===== src/rtl/ts_cap_pkg.sv =====
package ts_cap_pkg;
  localparam int SAMPLE_W = 14;
  localparam int STAMP_W  = 18;
  localparam int WORD_W   = SAMPLE_W + STAMP_W;
  localparam int TIMER_W  = 17;
  localparam int CFG_W    = 24;

  // Packs one capture word: timestamp above, sample below.
  function automatic logic [WORD_W-1:0] pack_word(input logic [SAMPLE_W-1:0] smp,
                                                  input logic [STAMP_W-1:0]  stamp);
    return {stamp, smp};
  endfunction

  // Next timer value given the current count and the active wrap limit.
  function automatic logic [TIMER_W-1:0] timer_next(input logic [TIMER_W-1:0] cur,
                                                    input logic [TIMER_W-1:0] lim);
    if (lim != '0 && cur == lim) return '0;
    return cur + 1'b1;
  endfunction
endpackage


===== src/rtl/ts_stamp_timer.sv =====
module ts_stamp_timer
  import ts_cap_pkg::*;
#(
  parameter int TW = TIMER_W,
  parameter int CW = CFG_W
) (
  input  logic          clk,
  input  logic          rst_n,
  input  logic          enable,
  input  logic          clear,
  input  logic [CW-1:0] limit_cfg,
  output logic [TW-1:0] count
);
  logic [TW-1:0] limit_eff;
  logic          unused_cfg_hi;
  logic          wrap_hit;

  assign limit_eff     = limit_cfg[TW-1:0];
  assign unused_cfg_hi = ^limit_cfg[CW-1:TW];
  assign wrap_hit      = enable && !clear && limit_eff != '0 && count == limit_eff;

  always_ff @(posedge clk or negedge rst_n) begin
    if (!rst_n)      count <= '0;
    else if (clear)  count <= '0;
    else if (enable) count <= timer_next(count, limit_eff);
  end

  AST_TMR_CLEAR: assert property (@(posedge clk) disable iff (!rst_n)
    $past(clear) |-> count == '0);
  AST_TMR_HOLD: assert property (@(posedge clk) disable iff (!rst_n)
    $past(!enable && !clear) |-> $stable(count));
  AST_TMR_STEP: assert property (@(posedge clk) disable iff (!rst_n)
    $past(enable && !clear && !wrap_hit) |-> count == TW'($past(count) + 1'b1));
  AST_TMR_WRAP: assert property (@(posedge clk) disable iff (!rst_n)
    $past(wrap_hit) |-> count == '0);
endmodule


===== src/rtl/ts_word_fifo.sv =====
module ts_word_fifo #(
  parameter int WW    = 32,
  parameter int DEPTH = 4
) (
  input  logic                         clk,
  input  logic                         rst_n,
  input  logic                         wr_req,
  input  logic [WW-1:0]                wr_word,
  input  logic                         rd_req,
  output logic [WW-1:0]                rd_word,
  output logic [$clog2(DEPTH+1)-1:0]   level,
  output logic                         full_evt,
  output logic                         empty_evt,
  output logic                         ovf_evt,
  output logic                         unf_evt
);
  localparam int PW = $clog2(DEPTH);
  localparam int LW = $clog2(DEPTH+1);
  localparam logic [LW-1:0] LVL_MAX = LW'(DEPTH);

  logic [WW-1:0] mem [DEPTH];
  logic [PW-1:0] wr_ptr, rd_ptr;
  logic          is_full, is_empty;
  logic          wr_ok, rd_ok, wr_drop, rd_miss;
  logic [LW-1:0] level_nxt;

  assign is_full   = level == LVL_MAX;
  assign is_empty  = level == '0;
  assign wr_ok     = wr_req && !is_full;
  assign wr_drop   = wr_req && is_full;
  assign rd_ok     = rd_req && !is_empty;
  assign rd_miss   = rd_req && is_empty;
  assign level_nxt = level + LW'(wr_ok) - LW'(rd_ok);

  for (genvar e = 0; e < DEPTH; e++) begin : g_slot
    always_ff @(posedge clk or negedge rst_n) begin
      if (!rst_n)                                   mem[e] <= '0;
      else if (wr_ok && wr_ptr == PW'(e))           mem[e] <= wr_word;
    end
  end

  always_ff @(posedge clk or negedge rst_n) begin
    if (!rst_n) begin
      wr_ptr    <= '0;
      rd_ptr    <= '0;
      level     <= '0;
      rd_word   <= '0;
      full_evt  <= 1'b0;
      empty_evt <= 1'b0;
      ovf_evt   <= 1'b0;
      unf_evt   <= 1'b0;
    end else begin
      if (wr_ok) wr_ptr <= wr_ptr + 1'b1;
      if (rd_ok) begin
        rd_ptr  <= rd_ptr + 1'b1;
        rd_word <= mem[rd_ptr];
      end else if (rd_miss) begin
        rd_word <= '0;
      end
      level     <= level_nxt;
      full_evt  <= level_nxt == LVL_MAX && !is_full;
      empty_evt <= level_nxt == '0 && !is_empty;
      ovf_evt   <= wr_drop;
      unf_evt   <= rd_miss;
    end
  end

  AST_LEVEL_RANGE: assert property (@(posedge clk) disable iff (!rst_n)
    level <= LVL_MAX);
  AST_BALANCED: assert property (@(posedge clk) disable iff (!rst_n)
    $past(wr_req && rd_req && level != '0 && level != LVL_MAX) |-> level == $past(level));
  AST_DROP_WHEN_FULL: assert property (@(posedge clk) disable iff (!rst_n)
    $past(wr_req && !rd_req && level == LVL_MAX) |-> level == LVL_MAX && ovf_evt);
  AST_UNDERFLOW_ZERO: assert property (@(posedge clk) disable iff (!rst_n)
    unf_evt |-> rd_word == '0 && level <= 3'(1));
  AST_FULL_EDGE: assert property (@(posedge clk) disable iff (!rst_n)
    full_evt |-> level == LVL_MAX && $past(level) != LVL_MAX);
  AST_EMPTY_EDGE: assert property (@(posedge clk) disable iff (!rst_n)
    empty_evt |-> level == '0 && $past(level) != '0);
endmodule


===== src/rtl/ts_capture_fifo.sv =====
module ts_capture_fifo
  import ts_cap_pkg::*;
#(
  parameter int DEPTH = 4
) (
  input  logic                          clk,
  input  logic                          rst_n,
  input  logic                          smp_valid,
  input  logic [SAMPLE_W-1:0]           smp_data,
  input  logic                          rd_strobe,
  output logic [WORD_W-1:0]             rd_data,
  output logic [$clog2(DEPTH+1)-1:0]    fill_level,
  input  logic                          tmr_enable,
  input  logic                          tmr_clear,
  input  logic [CFG_W-1:0]              tmr_limit,
  output logic [TIMER_W-1:0]            tmr_count,
  output logic                          evt_full,
  output logic                          evt_empty,
  output logic                          evt_overflow,
  output logic                          evt_underflow
);
  logic [STAMP_W-1:0] stamp_now;
  logic [WORD_W-1:0]  cap_word;

  ts_stamp_timer #(.TW(TIMER_W), .CW(CFG_W)) u_timer (
    .clk       (clk),
    .rst_n     (rst_n),
    .enable    (tmr_enable),
    .clear     (tmr_clear),
    .limit_cfg (tmr_limit),
    .count     (tmr_count)
  );

  assign stamp_now = STAMP_W'(tmr_count);
  assign cap_word  = pack_word(smp_data, stamp_now);

  ts_word_fifo #(.WW(WORD_W), .DEPTH(DEPTH)) u_fifo (
    .clk       (clk),
    .rst_n     (rst_n),
    .wr_req    (smp_valid),
    .wr_word   (cap_word),
    .rd_req    (rd_strobe),
    .rd_word   (rd_data),
    .level     (fill_level),
    .full_evt  (evt_full),
    .empty_evt (evt_empty),
    .ovf_evt   (evt_overflow),
    .unf_evt   (evt_underflow)
  );
endmodule


===== config.mk =====
export PLATFORM = sky130hd
export DESIGN_NAME = ts_capture_fifo
export DESIGN_NICKNAME = d
export VERILOG_FILES = /design/src/rtl/ts_cap_pkg.sv /design/src/rtl/ts_stamp_timer.sv /design/src/rtl/ts_word_fifo.sv /design/src/rtl/ts_capture_fifo.sv
export SDC_FILE = /design/constraint.sdc
export NUM_CORES = 1
export LEC_CHECK = 0
export CAP_MARGIN = 30
export CORE_UTILIZATION = 56
export DETAILED_ROUTE_END_ITERATION = 10
export GPL_TIMING_DRIVEN = 0
export PLACE_DENSITY = 0.88
export SLEW_MARGIN = 5
export SYNTH_ARGS = -nofsm -noshare
export SYNTH_HDL_FRONTEND = slang
export SYNTH_SLANG_ARGS = --single-unit

===== constraint.sdc =====
create_clock -name clk -period 2.6 [get_ports clk]
set_clock_uncertainty 0.05 [all_clocks]
set_input_delay 0.52 -clock clk [delete_from_list [all_inputs] [get_ports clk]]
set_output_delay 0.52 -clock clk [all_outputs]
set_load 0.01 [all_outputs]

==> results.py <==
metrics = {
    "run_status": {
        "status": "completed",
    },
    "clocking": {
        "ctsRootBufferMaster": "clkbuf_16",
        "clkSinkCount": 183,
        "cts_resized": 0,
        "clk_pin_slew_ns": 0.06,
        "clk_path_buf_depth": 2,
        "cts_hold_buffers": 0,
        "clk_latency_ns": 0.44,
        "numCtsBuffers": 17,
        "cts_tree": "yes",
        "postCtsSetupRepairBufs": 0,
        "cts_max_level": 4,
    },
    "yosys": {
        "synth_area_um2": 8160,
        "synth_fp_nets": 604,
        "ys_types": 43,
        "ys_seq_elements": 183,
        "async_reset_ff_frac": 1.00,
        "ys_top_cells_by_area": "dfrtp_1, mux2_2, mux4_2, a22o_1, xor2_1",
        "synth_edf_count": 0,
        "avgSynthCellArea_um2": 14.7,
        "synth.top_cell.area_share": 0.561,
        "synth_top_flop_cell": "dfrtp_1",
        "yosysTopAreaCell": "dfrtp_1",
        "synth_warnings": 0,
        "synthCells": 553,
        "ys_seq_area_frac": 0.561,
    },
    "layout": {
        "final_common_cell": "dfrtp_1",
        "most-common-layout-cells": "dfrtp_1, mux2_2, clkdlybuf4s50_1",
        "drive_gt1_frac": 0.314,
        "fillers": 926,
        "insertedDiodeCount": 0,
        "final_nets": 715,
        "fin_util": 0.709,
        "final_cells": 855,
        "area_delta_synth_final_pct": 22.0,
    },
    "place": {
        "dp_cells": 825,
        "dp_hpwl_um": 11700,
        "gp_congestion": 0.884,
        "port_buffers": 91,
    },
    "timing": {
        "worstMarginPinSlew_ns": 0.725,
        "rsz0062_at_grt": "false",
        "timing.fmax_ghz": 0.415,
        "fin_crit_ns": 2.41,
        "setup_tns_ns": 0,
        "finalHoldViolCount": 0,
        "slew_viol_final": 0,
        "relSlewSlack": 0.517,
        "min_period_over_period": 0.927,
        "finalSetupViolCount": 0,
    },
    "global_routing": {
        "track_usage": 0.255,
        "overflow": 0,
        "antenna_found_initial": 0,
        "grt_pass1_wl_um": 28200,
        "grt_max_degree": 103,
        "grt_pass1_vias": 5530,
    },
    "route": {
        "drt_iter0_markers": 371,
        "via_per_inst": 5.92,
        "drc": 0,
        "ant_nets": 0,
        "wire_per_inst_um": 20.3,
        "totalWireLength_um": 17400,
        "vias": 5061,
        "drt_pass1_iterations": 4,
    },
    "critical_path": {
        "regToRegStartpoint": "u_fifo.level[2]",
        "crit_start": "rd_strobe",
        "timing_worst_setup_path_type": "in -> reg",
        "crit_required_ns": 2.89,
        "path_max_fanout": 10,
        "start_kind": "primary input",
        "end_kind": "flip-flop",
        "worstPathArrival_ns": 2.69,
    },
    "die": {
        "initial_core_util": 0.581,
        "die_y_um": 123,
        "die_area_um2": 15100,
        "die_x_um": 123,
        "core_area_um2": 14000,
        "io_pins": 100,
        "fp-row-count": 43,
    },
    "power_and_ir_drop": {
        "p_total_mw": 9.68,
        "leakage_nw": 4.60,
        "power.density_nw_per_um2": 973,
        "ir_worst_vdd_mv": 0.666,
    },
    "hold_path": {
        "hold_class": "in -> async",
    },
    "flow_run": {
        "max-cap-violations": 0,
    },
}
routing by layer:
layer,part of all wire,vias to the layer above,global-route usage
met1,0.42,2666,0.319
li1,-,2219,-
met3,0.041,29,0.0572
met4,0.017,0,0.0998
met2,0.52,147,0.430
met5,0,-,0
final timing paths:
path                                    end  slack [ns]  cells after the start
max                         u_fifo.full_evt        0.19                      9
min                        u_fifo.empty_evt        0.03                      1
max reg2reg                 u_fifo.full_evt        0.28                      9
min reg2reg                  u_fifo.mem[56]        0.45                      1
max in group asynchronous    u_fifo.mem[94]        1.55                      2
min in group clk             u_fifo.mem[56]        0.45                      1
power breakdown:
group	switching (mW)	internal (mW)	leakage, nW
combinational	1.30	1.66	1.90
sequential	0.395	3.55	2.39
clock	1.06	1.71	0.306
total	2.75	6.93	4.59
sequential cells by signal (all words and copies together) (netlist names):
name              cells
u_fifo.mem          124
u_fifo.rd_word       31
u_timer.count        17
u_fifo.level          3
u_fifo.rd_ptr         2
u_fifo.wr_ptr         2
u_fifo.empty_evt      1
u_fifo.full_evt       1
u_fifo.ovf_evt        1
u_fifo.unf_evt        1
cell type report:
type                    instances  area (um^2)  share of cell area
repair buffers                 92          943              0.0948
well taps                     180          225              0.0226
flip-flops and latches        183         4580               0.460
clock inverters                10          178              0.0178
plain buffers                  43          270              0.0271
inverters                       9         33.8             0.00339
clock buffers                  20          447              0.0449
multi-input cells             318         3280               0.329
worst max-delay path: stages:
cell and delay [ns]:
clkdlybuf4s50_1 0.44, inv_1 0.19, clkbuf_1 0.41, a21o_1 0.18, ha_1 0.14, inv_1 0.05, fa_1 0.49, nand2b_1 0.09
a211oi_1 0.17
metrics by stage:
stage               setup slack [ns]  cell area [um^2]  hold WS [ns]
CTS                            0.156              9950        0.0446
finish                         0.191              9950        0.0331
global placement               -5.99              9290         0.418
detailed placement            -0.245              9330         0.431
floorplan                      0.369              8160         0.174
global route                  0.0636              9950        0.0806
cell usage after synthesis (3+ instances only):
library cell and n:
nand3_1 3, and3_1 6, dfrtp_1 183, mux2_2 116, nor2_1 21, nor4_1 9
nand2_1 17, xor2_1 26, mux4_2 31, o21ai_0 8, a22o_1 31, mux2_1 8
nand4_1 3, buf_6 8, xnor2_1 8, inv_1 9, buf_2 18, and4_1 3
ha_1 6, clkbuf_1 11
cell families (layout without fill, tap and decap cells):
family                     Yosys count  count (layout)  share of synthesized area
AOI/OAI and AO/OA                   51              51                     0.0512
xor gates and xnor gates            34              34                     0.0365
adders and majority gates            7               7                     0.0117
buffers and inverters               52             174                     0.0373
DFF                                183             183                      0.561
muxes                              157             157                      0.260
other                                1               1                   0.000460
and+or+nand+nor                     68              68                     0.0417
Power figures use the tool's default switching activity.
